--- config.mk ---
export PLATFORM = sky130hd
export DESIGN_NAME = sbar_top
export DESIGN_NICKNAME = d
export VERILOG_FILES = /design/src/rtl/sbar_pkg.sv /design/src/rtl/sbar_popcount.sv /design/src/rtl/sbar_slot.sv /design/src/rtl/sbar_core.sv /design/src/rtl/sbar_top.sv
export SDC_FILE = /design/constraint.sdc
export NUM_CORES = 1
export LEC_CHECK = 0
export BUFFER_PORTS_ARGS = -buffer_cell sky130_fd_sc_hd__buf_4
export CAP_MARGIN = 25
export CORE_ASPECT_RATIO = 0.7
export CORE_MARGIN = 4
export CORE_UTILIZATION = 36
export CTS_BUF_LIST = sky130_fd_sc_hd__clkbuf_8
export DETAILED_ROUTE_END_ITERATION = 8
export RECOVER_POWER = 50
export SLEW_MARGIN = 30
export SYNTH_ARGS = -nofsm -noshare
export SYNTH_HDL_FRONTEND = slang
export SYNTH_HIERARCHICAL = 1
export SYNTH_SLANG_ARGS = --single-unit
--- constraint.sdc ---
create_clock -name clk_i -period 13.7 [get_ports clk_i]
set_input_delay 3.425 -clock clk_i [delete_from_list [all_inputs] [get_ports clk_i]]
set_output_delay 3.425 -clock clk_i [all_outputs]
set_load 0.05 [all_outputs]
--- src/rtl/sbar_pkg.sv ---
package sbar_pkg;
  // Width that can hold any value from 0 up to n inclusive.
  function automatic int cnt_bits(input int n);
    return (n < 2) ? 1 : $clog2(n + 1);
  endfunction
endpackage

--- src/rtl/sbar_popcount.sv ---
module sbar_popcount #(
  parameter int N = 8,
  parameter int W = 4
) (
  input  logic [N-1:0] bits_i,
  output logic [W-1:0] sum_o
);
  always_comb begin
    sum_o = '0;
    for (int i = 0; i < N; i++) begin
      sum_o = sum_o + {{(W-1){1'b0}}, bits_i[i]};
    end
  end
endmodule

--- src/rtl/sbar_slot.sv ---
module sbar_slot (
  input  logic clk_i,
  input  logic rst_ni,
  input  logic arrive_i,
  input  logic sense_i,
  input  logic clear_i,
  input  logic flag_i,
  output logic counted_o,
  output logic released_o,
  output logic dup_err_o
);
  logic arrived_q, arrived_d;
  logic sense_q, sense_d;
  logic dup_q, dup_d;
  logic sense_en;

  // next state
  always_comb begin
    counted_o = arrive_i & ~arrived_q;
    sense_en  = counted_o;
    sense_d   = sense_i;
    arrived_d = clear_i ? 1'b0 : (arrived_q | counted_o);
    dup_d     = arrive_i & arrived_q;
  end

  // registers
  always_ff @(posedge clk_i or negedge rst_ni) begin
    if (!rst_ni) begin
      arrived_q <= 1'b0;
      sense_q   <= 1'b0;
      dup_q     <= 1'b0;
    end else begin
      arrived_q <= arrived_d;
      dup_q     <= dup_d;
      if (sense_en) sense_q <= sense_d;
    end
  end

  assign released_o = ~(flag_i ^ sense_q);
  assign dup_err_o  = dup_q;

  // a rejected arrival leaves the latched sense alone
  a_r6_dup_keeps_sense: assert property (@(posedge clk_i) disable iff (!rst_ni)
    (arrive_i && arrived_q) |=> (sense_q == $past(sense_q)));

  // episode end clears the arrival mark
  a_r7_mark_cleared: assert property (@(posedge clk_i) disable iff (!rst_ni)
    clear_i |=> !arrived_q);
endmodule

--- src/rtl/sbar_core.sv ---
module sbar_core #(
  parameter int N = 8,
  parameter int W = 4
) (
  input  logic         clk_i,
  input  logic         rst_ni,
  input  logic [N-1:0] counted_i,
  input  logic [N-1:0] sense_i,
  output logic [W-1:0] count_o,
  output logic         flag_o,
  output logic         done_o
);
  typedef logic [W:0] sum_t;
  localparam sum_t TOTAL = sum_t'(N);

  logic [W-1:0] inc;
  logic [W-1:0] count_q, count_d;
  logic         flag_q, flag_d;
  sum_t         total;
  logic         win_sense;
  logic         found;

  sbar_popcount #(.N(N), .W(W)) u_pop (
    .bits_i (counted_i),
    .sum_o  (inc)
  );

  // lowest-index accepted arrival decides the new flag
  always_comb begin
    win_sense = 1'b0;
    found     = 1'b0;
    for (int i = 0; i < N; i++) begin
      if (counted_i[i] && !found) begin
        win_sense = sense_i[i];
        found     = 1'b1;
      end
    end
  end

  // next state
  always_comb begin
    total   = {1'b0, count_q} + {1'b0, inc};
    done_o  = (total == TOTAL);
    count_d = done_o ? '0 : total[W-1:0];
    flag_d  = done_o ? win_sense : flag_q;
  end

  // registers
  always_ff @(posedge clk_i or negedge rst_ni) begin
    if (!rst_ni) begin
      count_q <= '0;
      flag_q  <= 1'b0;
    end else begin
      count_q <= count_d;
      flag_q  <= flag_d;
    end
  end

  assign count_o = count_q;
  assign flag_o  = flag_q;

  // count never reaches the total in a stored state
  a_r2_count_below_total: assert property (@(posedge clk_i) disable iff (!rst_ni)
    ({1'b0, count_q} < TOTAL));

  // without completion the count never falls
  a_r3_count_grows: assert property (@(posedge clk_i) disable iff (!rst_ni)
    !$past(done_o) |-> (count_q >= $past(count_q)));

  // the flag only moves when the count has just wrapped
  a_r4_flag_moves_at_end: assert property (@(posedge clk_i) disable iff (!rst_ni)
    !$stable(flag_q) |-> (count_q == '0));
endmodule

--- src/rtl/sbar_top.sv ---
module sbar_top import sbar_pkg::*; #(
  parameter  int N_PART = 8,
  localparam int CNT_W  = cnt_bits(N_PART)
) (
  input  logic              clk_i,
  input  logic              rst_ni,
  input  logic [N_PART-1:0] arrive_i,
  input  logic [N_PART-1:0] sense_i,
  output logic              release_sense_o,
  output logic [CNT_W-1:0]  count_o,
  output logic [N_PART-1:0] released_o,
  output logic [N_PART-1:0] dup_err_o
);
  logic [N_PART-1:0] counted;
  logic              flag;
  logic              done;

  for (genvar g = 0; g < N_PART; g++) begin : g_slot
    sbar_slot u_slot (
      .clk_i      (clk_i),
      .rst_ni     (rst_ni),
      .arrive_i   (arrive_i[g]),
      .sense_i    (sense_i[g]),
      .clear_i    (done),
      .flag_i     (flag),
      .counted_o  (counted[g]),
      .released_o (released_o[g]),
      .dup_err_o  (dup_err_o[g])
    );
  end

  sbar_core #(.N(N_PART), .W(CNT_W)) u_core (
    .clk_i     (clk_i),
    .rst_ni    (rst_ni),
    .counted_i (counted),
    .sense_i   (sense_i),
    .count_o   (count_o),
    .flag_o    (flag),
    .done_o    (done)
  );

  assign release_sense_o = flag;

  // an error pulse lasts a single cycle unless re-triggered
  a_r6_err_from_arrival: assert property (@(posedge clk_i) disable iff (!rst_ni)
    (dup_err_o != '0) |-> ((dup_err_o & ~$past(arrive_i)) == '0));

  // after completion the next cycle starts from an empty count
  a_r7_restart_empty: assert property (@(posedge clk_i) disable iff (!rst_ni)
    done |=> (count_o == '0));
endmodule

==> impl_metrics.json, run 1 <==
{
  "drtAntennaViolNets": 0,
  "fmax_ghz": 0.125,
  "syn-cell-area_um2": 1670,
  "power_density_nw_per_um2": 202,
  "cts_hold_buf": 0,
  "placement_rows": 20,
  "slew_headroom_pct": -7.46,
  "grt_max_degree": 30,
  "min_path_type": "register to register",
  "synthToLayoutAreaGrowth_pct": 25.0,
  "timing_worst_setup_path_type": "input pin to register",
  "setup_slack_ps": 5720,
  "ys_ff_latch": 29,
  "setup_tns_ps": 0,
  "dr.pass1.iters": 4,
  "utilization_pct": 47.4,
  "dpl_worst_slack_ps": 5610,
  "peakVddDrop_v": 0.000154,
  "gp_congestion": 0.737,
  "post_cts_buffers": 0,
  "maxSlewViolCount": 30,
  "p_leak_nw": 0.917,
  "cp_data_required_time_ps": 13840,
  "antenna_found_initial": 0,
  "yosysSeqAreaShare_pct": 43.4,
  "clk_pin_slew_worst_paths_ps": 60,
  "drive_gt1_share_pct": 32.0,
  "hold_violations": 0,
  "vias": 1168,
  "multi_input_area_um2": 848,
  "grt_usage_pct": 12.8,
  "critical_path.slowest_cell": "a21oi_1",
  "final-seq-area_um2": 726,
  "synth_nets": 179,
  "fin_crit_sh_pct": 58.2,
  "min_period_ps": 7980,
  "reg2reg_slack_ps": 8610,
  "fillers": 413,
  "rsz0062_at_grt": "false",
  "cp-startpoint": "arrive_i[1]",
  "numCtsBuffers": 5,
  "core_um2": 4400,
  "dp_cells": 241,
  "cp-endpoint": "u_core/flag_o",
  "first_global_vias": 1150,
  "ios": 39,
  "skew_ps": 2.92,
  "status": "complete, but fails checks",
  "hold_ws_ps": 523,
  "fin_nets": 223,
  "cpPeakStageDelay_ps": 650,
  "initial_core_util_pct": 38.0,
  "synth.avg_cell_area_um2": 11.2,
  "die_h_um": 65.0,
  "dr.first_iter.drc_count": 78,
  "power_mw": 0.421,
  "layout.cells.non_filler": 249,
  "dieWidth_um": 89.4,
  "crit_chain": "buf_1, nor2b_1, inv_1, fa_1, fa_1, fa_1, inv_1, ha_1, inv_1, fa_1, inv_1, inv_1, fa_1, nand2b_1, or3_1, a21oi_1, o22ai_1",
  "arrival_ps": 8120,
  "reg2reg_depth": 16,
  "cts_tree": "yes",
  "startpoint_type": "input pin",
  "postSynthCellCount": 149,
  "gr-total-overflow": 0,
  "drc": 0,
  "worstReg2RegEnd": "u_core/flag_o",
  "drv_cap": 1,
  "tightest_slew_ps": 1610,
  "final_cell_area_um2": 2090,
  "htreeDepth": 2,
  "grt_pass1_wl_um": 5550,
  "crit_path_end_kind": "register",
  "setup_viol": 0,
  "die_area_um2": 5810,
  "yosysWarnings": 6,
  "via_per_inst": 4.69,
  "wire_per_inst_um": 13.6,
  "clock-sinks": 29,
  "r2r-start": "g_slot[1].u_slot/arrived_q",
  "cts_resized": 0,
  "cts_buffer_depth": 2,
  "totalWireLength_um": 3380,
  "insertion_delay_ps": 280,
  "place_hpwl_um": 2550,
  "placed_cell_area_um2": 2020,
  "synth.distinct_cells": 32,
  "cts_root_buf": "clkbuf_8",
  "insertedDiodeCount": 0,
  "violations": "capacitance limit, slew limit",
  "cp_max_fo": 9,
  "port_buffers": 38
}
## routing by layer
layer | global-route usage (%) | wire (um) | vias to the layer above
li1 | - | - | 575
met1 | 18.7 | 1660 | 551
met2 | 16.7 | 1400 | 35
met3 | 3.94 | 252 | 7
met4 | 6.13 | 70 | 0
met5 | 0 | 0 | -
## worst max-delay path: cells and delay by family
family / cells / cell delay [ps]
buffers and inverters: 6 / 480
adder cells (fa/ha/maj): 6 / 2500
AO/OA/AOI/OAI: 2 / 800
AND/OR/NAND/NOR: 3 / 910
## logic make-up (layout without fill, tap and decap cells)
group | Yosys count | after routing | share of synthesized area (%)
compound gates | 16 | 16 | 6.44
xor+xnor | 10 | 10 | 5.24
fa+ha+maj | 12 | 12 | 11.2
buf+inv | 22 | 67 | 4.94
flops | 29 | 29 | 43.4
mux | 8 | 8 | 7.19
simple gates | 52 | 52 | 21.6
## power breakdown
group	internal (mW)	switching [mW]
registers	0.104	0.0185
clock network	0.0585	0.0335
logic	0.0727	0.134
total	0.235	0.186
## cells in the mapped netlist
cell       number  share of area [%]
dfrtp_1        29                 43
inv_1          21                4.7
nor2_1         20                4.5
xnor2_1         9                4.7
and2_2          8                3.6
mux2_4          8                7.2
nor2b_4         8                6.6
ha_1            7                5.2
fa_1            5                6.0
a21oi_1         4                1.2
nor2b_1         3                1.1
o21ai_0         3               0.90
a211oi_1        2               0.90
nand2_1         2               0.45
nor3_1          2               0.60
or3b_2          2                1.0
a2111oi_0       1               0.52
a211o_1         1               0.52
a31oi_1         1               0.37
a32oi_1         1               0.52
clkbuf_1        1               0.22
nand2b_1        1               0.37
nand3b_1        1               0.45
o2111a_1        1               0.67
o211ai_1        1               0.45
o22ai_1         1               0.37
or3_1           1               0.37
or3b_1          1               0.52
or4_4           1               0.67
or4b_2          1               0.60
or4bb_1         1               0.67
xor2_1          1               0.52
## final cells by class
type / count / share of cell area (%)
repair buffers: 38 / 12.0
inverters: 21 / 3.77
clock inverters: 2 / 1.62
multi-input cells: 98 / 40.6
flip-flops and latches: 29 / 34.7
well taps: 55 / 3.29
clock buffers: 6 / 3.95
## layout by cell type (no fill, tap or decap)
cell and instances:
a2111oi_0 1, a211o_1 1, a211oi_1 2, a21oi_1 4
a31oi_1 1, a32oi_1 1, and2_2 8, buf_1 1
buf_4 29, bufinv_16 1, clkbuf_1 8, clkbuf_8 6
dfrtp_1 29, fa_1 5, ha_1 7, inv_1 22
mux2_4 8, nand2_1 2, nand2b_1 1, nand3b_1 1
nor2_1 20, nor2b_1 5, nor2b_4 6, nor3_1 2
o2111a_1 1, o211ai_1 1, o21ai_0 3, o22ai_1 1
or3_1 1, or3b_1 1, or3b_2 2, or4_4 1
or4b_2 1, or4bb_1 1, xnor2_1 9, xor2_1 1
## flip-flops by register name, indices dropped and copies added, names as in the netlist
| signal | flops |
|---|---|
| g_slot.u_slot/sense_q | 8 |
| u_core/flag_o | 1 |
| g_slot.u_slot/arrived_q | 8 |
| g_slot.u_slot/dup_err_o | 8 |
| u_core/count_o | 4 |
## worst min path at each step
stage	startpoint	end	cells after the start
6_report	g_slot[7].u_slot/arrived_q	g_slot[7].u_slot/arrived_q	2
5_1_grt	g_slot[7].u_slot/arrived_q	g_slot[7].u_slot/arrived_q	2
4_1_cts	g_slot[2].u_slot/sense_q	g_slot[2].u_slot/sense_q	1
3_5_place_dp	g_slot[3].u_slot/sense_q	g_slot[3].u_slot/sense_q	1
3_3_place_gp	g_slot[2].u_slot/sense_q	g_slot[2].u_slot/sense_q	1
2_1_floorplan	g_slot[1].u_slot/sense_q	g_slot[1].u_slot/sense_q	1
No activity file was read; power rests on OpenSTA's default activity.
==> run 2: changes to the inputs <==
==> constraint.sdc (replaced) <==
create_clock -name clk_i -period 7.4 [get_ports clk_i]
set_input_delay 1.85 -clock clk_i [delete_from_list [all_inputs] [get_ports clk_i]]
set_output_delay 1.85 -clock clk_i [all_outputs]
set_load 0.05 [all_outputs]
==> run 2 against run 1 <==
The run still ends with capacitance limit, slew limit left. Global-route usage rose by 0.23 points. First-iteration DRC count down 32%. Total power increased by 85%. Sequential share of layout area stayed put. Largest power group unchanged. Register-to-register slack lost 6300 ps. Critical path type unchanged. Die area unchanged. Core utilization unchanged. Non-clock buffer count did not move. Clock power increased by 83%. Count of clock-buffer cells in the layout did not move. Combinational power is 85% higher.
==> impl_metrics.json, run 2 (synthesized netlist as in run 1, its figures left out) <==
{
  "crit_path_end_kind": "register",
  "antenna_found_initial": 0,
  "die_h_um": 65.0,
  "cp_data_required_time_ps": 7530,
  "skew_ps": 5.03,
  "drtAntennaViolNets": 0,
  "via_per_inst": 4.70,
  "cts_root_buf": "clkbuf_8",
  "htreeDepth": 2,
  "port_buffers": 38,
  "maxSlewViolCount": 30,
  "totalWireLength_um": 3440,
  "post_cts_buffers": 0,
  "drive_gt1_share_pct": 32.0,
  "tightest_slew_ps": 1560,
  "cts_resized": 0,
  "dr.first_iter.drc_count": 53,
  "clk_pin_slew_worst_paths_ps": 60,
  "slew_headroom_pct": -4.00,
  "peakVddDrop_v": 0.000315,
  "hold_violations": 0,
  "r2r-start": "g_slot[1].u_slot/arrived_q",
  "fin_nets": 223,
  "cts_tree": "yes",
  "mostFrequentLayoutCells": "dfrtp_1, buf_4, inv_1",
  "violations": "capacitance limit, slew limit",
  "dp_cells": 241,
  "grt_pass1_wl_um": 5690,
  "cp_top_family": "adder cells",
  "die_area_um2": 5810,
  "reg2reg_depth": 16,
  "critical_path_buf_inv_count": 6,
  "gr-total-overflow": 0,
  "final_cell_area_um2": 2090,
  "fin_crit_sh_pct": 86.6,
  "initial_core_util_pct": 38.0,
  "hold_path_end": "g_slot[7].u_slot/dup_err_o",
  "core_um2": 4400,
  "insertion_delay_ps": 280,
  "status": "complete, but fails checks",
  "dieWidth_um": 89.4,
  "place_hpwl_um": 2590,
  "timing_worst_setup_path_type": "input pin to register",
  "setup_tns_ps": 0,
  "worstReg2RegEnd": "u_core/flag_o",
  "cts_hold_buf": 0,
  "sequentialPowerShare_pct": 29.2,
  "power_density_nw_per_um2": 373,
  "grt_max_degree": 30,
  "min_period_ps": 6410,
  "reg2reg_slack_ps": 2310,
  "placed_cell_area_um2": 2020,
  "grt_usage_pct": 13.0,
  "critical_path.slowest_cell": "a21oi_1",
  "cts_buffer_depth": 2,
  "drc": 0,
  "insertedDiodeCount": 0,
  "power_mw": 0.779,
  "ios": 39,
  "numCtsBuffers": 5,
  "p_clk_share_pct": 21.6,
  "p_sw_mw": 0.344,
  "clock-sinks": 29,
  "holdCritStartpoint": "g_slot[7].u_slot/arrived_q",
  "fmax_ghz": 0.156,
  "min_path_type": "register to register",
  "rsz0062_at_grt": "false",
  "gp_congestion": 0.737,
  "setup_viol": 0,
  "startpoint_type": "input pin",
  "pwr-share-comb_pct": 49.2,
  "placement_rows": 20,
  "dr.pass1.iters": 4,
  "vias": 1170,
  "swShare_pct": 44.1,
  "p_leak_nw": 0.917,
  "cpPeakStageDelay_ps": 620,
  "synthToLayoutAreaGrowth_pct": 25.0,
  "internal_power_mw": 0.436,
  "first_global_vias": 1238,
  "drv_cap": 1,
  "cp_max_fo": 9,
  "wire_per_inst_um": 13.8,
  "crit_chain": "clkbuf_1, nor2b_1, inv_1, fa_1, fa_1, fa_1, inv_1, ha_1, inv_1, fa_1, inv_1, inv_1, fa_1, nand2b_1, or3_1, a21oi_1, o22ai_1",
  "layout.cells.non_filler": 249,
  "worst_hold_path.num_cells": 1,
  "arrival_ps": 6540
}
[run 2: how the worst max path moves through the flow]
stage / from / end / slack, ps / cells after the start
floorplan: arrive_i[0] / u_core/flag_o / 1430 / 15
finish: arrive_i[1] / u_core/flag_o / 990 / 17
global placement: arrive_i[0] / g_slot[2].u_slot/arrived_q / 980 / 16
detailed placement: arrive_i[0] / u_core/flag_o / 880 / 16
CTS: arrive_i[0] / u_core/flag_o / 1140 / 17
global route: arrive_i[1] / g_slot[3].u_slot/arrived_q / 720 / 17
[run 2: power groups by stage]
stage                     logic, mW  registers (mW)  clock network [mW]
after floorplan               0.240           0.268                   0
after detailed placement      0.388           0.231                   0
after global placement        0.386           0.228                   0
after CTS                     0.389           0.229               0.174
after global routing          0.403           0.234               0.181
final                         0.383           0.227               0.168
[run 2: metal layers]
layer  global-route usage (%)  routed length [um]  vias to the layer above
li1                         -                   -                      577
met1                     18.1                1620                      558
met2                     18.8                1540                       31
met3                     4.07                 248                        4
met4                     5.02                  33                        0
met5                        0                   0                        -
[run 2: worst register-to-register path, delay by kind of cell, from the launching register on]
family / cells / cell delay (ps)
fa+ha+maj: 6 / 2520
simple gates: 3 / 890
compound gates: 2 / 770
flops: 1 / 390
buf+inv: 5 / 380
[run 2: layout make-up]
cell class	count	area [um2]
Clock inverter	2	33.8
Sequential cell	29	726
Multi-Input combinational cell	98	848
Clock buffer	6	82.6
Inverter	21	78.8
Fill cell	432	2310
Timing Repair Buffer	38	251
Tap cell	55	68.8
[run 2: stage by stage]
| step | utilization, % | hold WS (ps) | worst slack (ps) |
|---|---|---|---|
| 4_1_cts | 48.6 | 537 | 1140 |
| 6_report | 47.4 | 525 | 992 |
| 5_1_grt | 47.4 | 538 | 721 |
| 3_5_place_dp | 45.9 | 517 | 882 |
| 2_1_floorplan | - | 504 | 1430 |
| 3_3_place_gp | 45.9 | 516 | 981 |
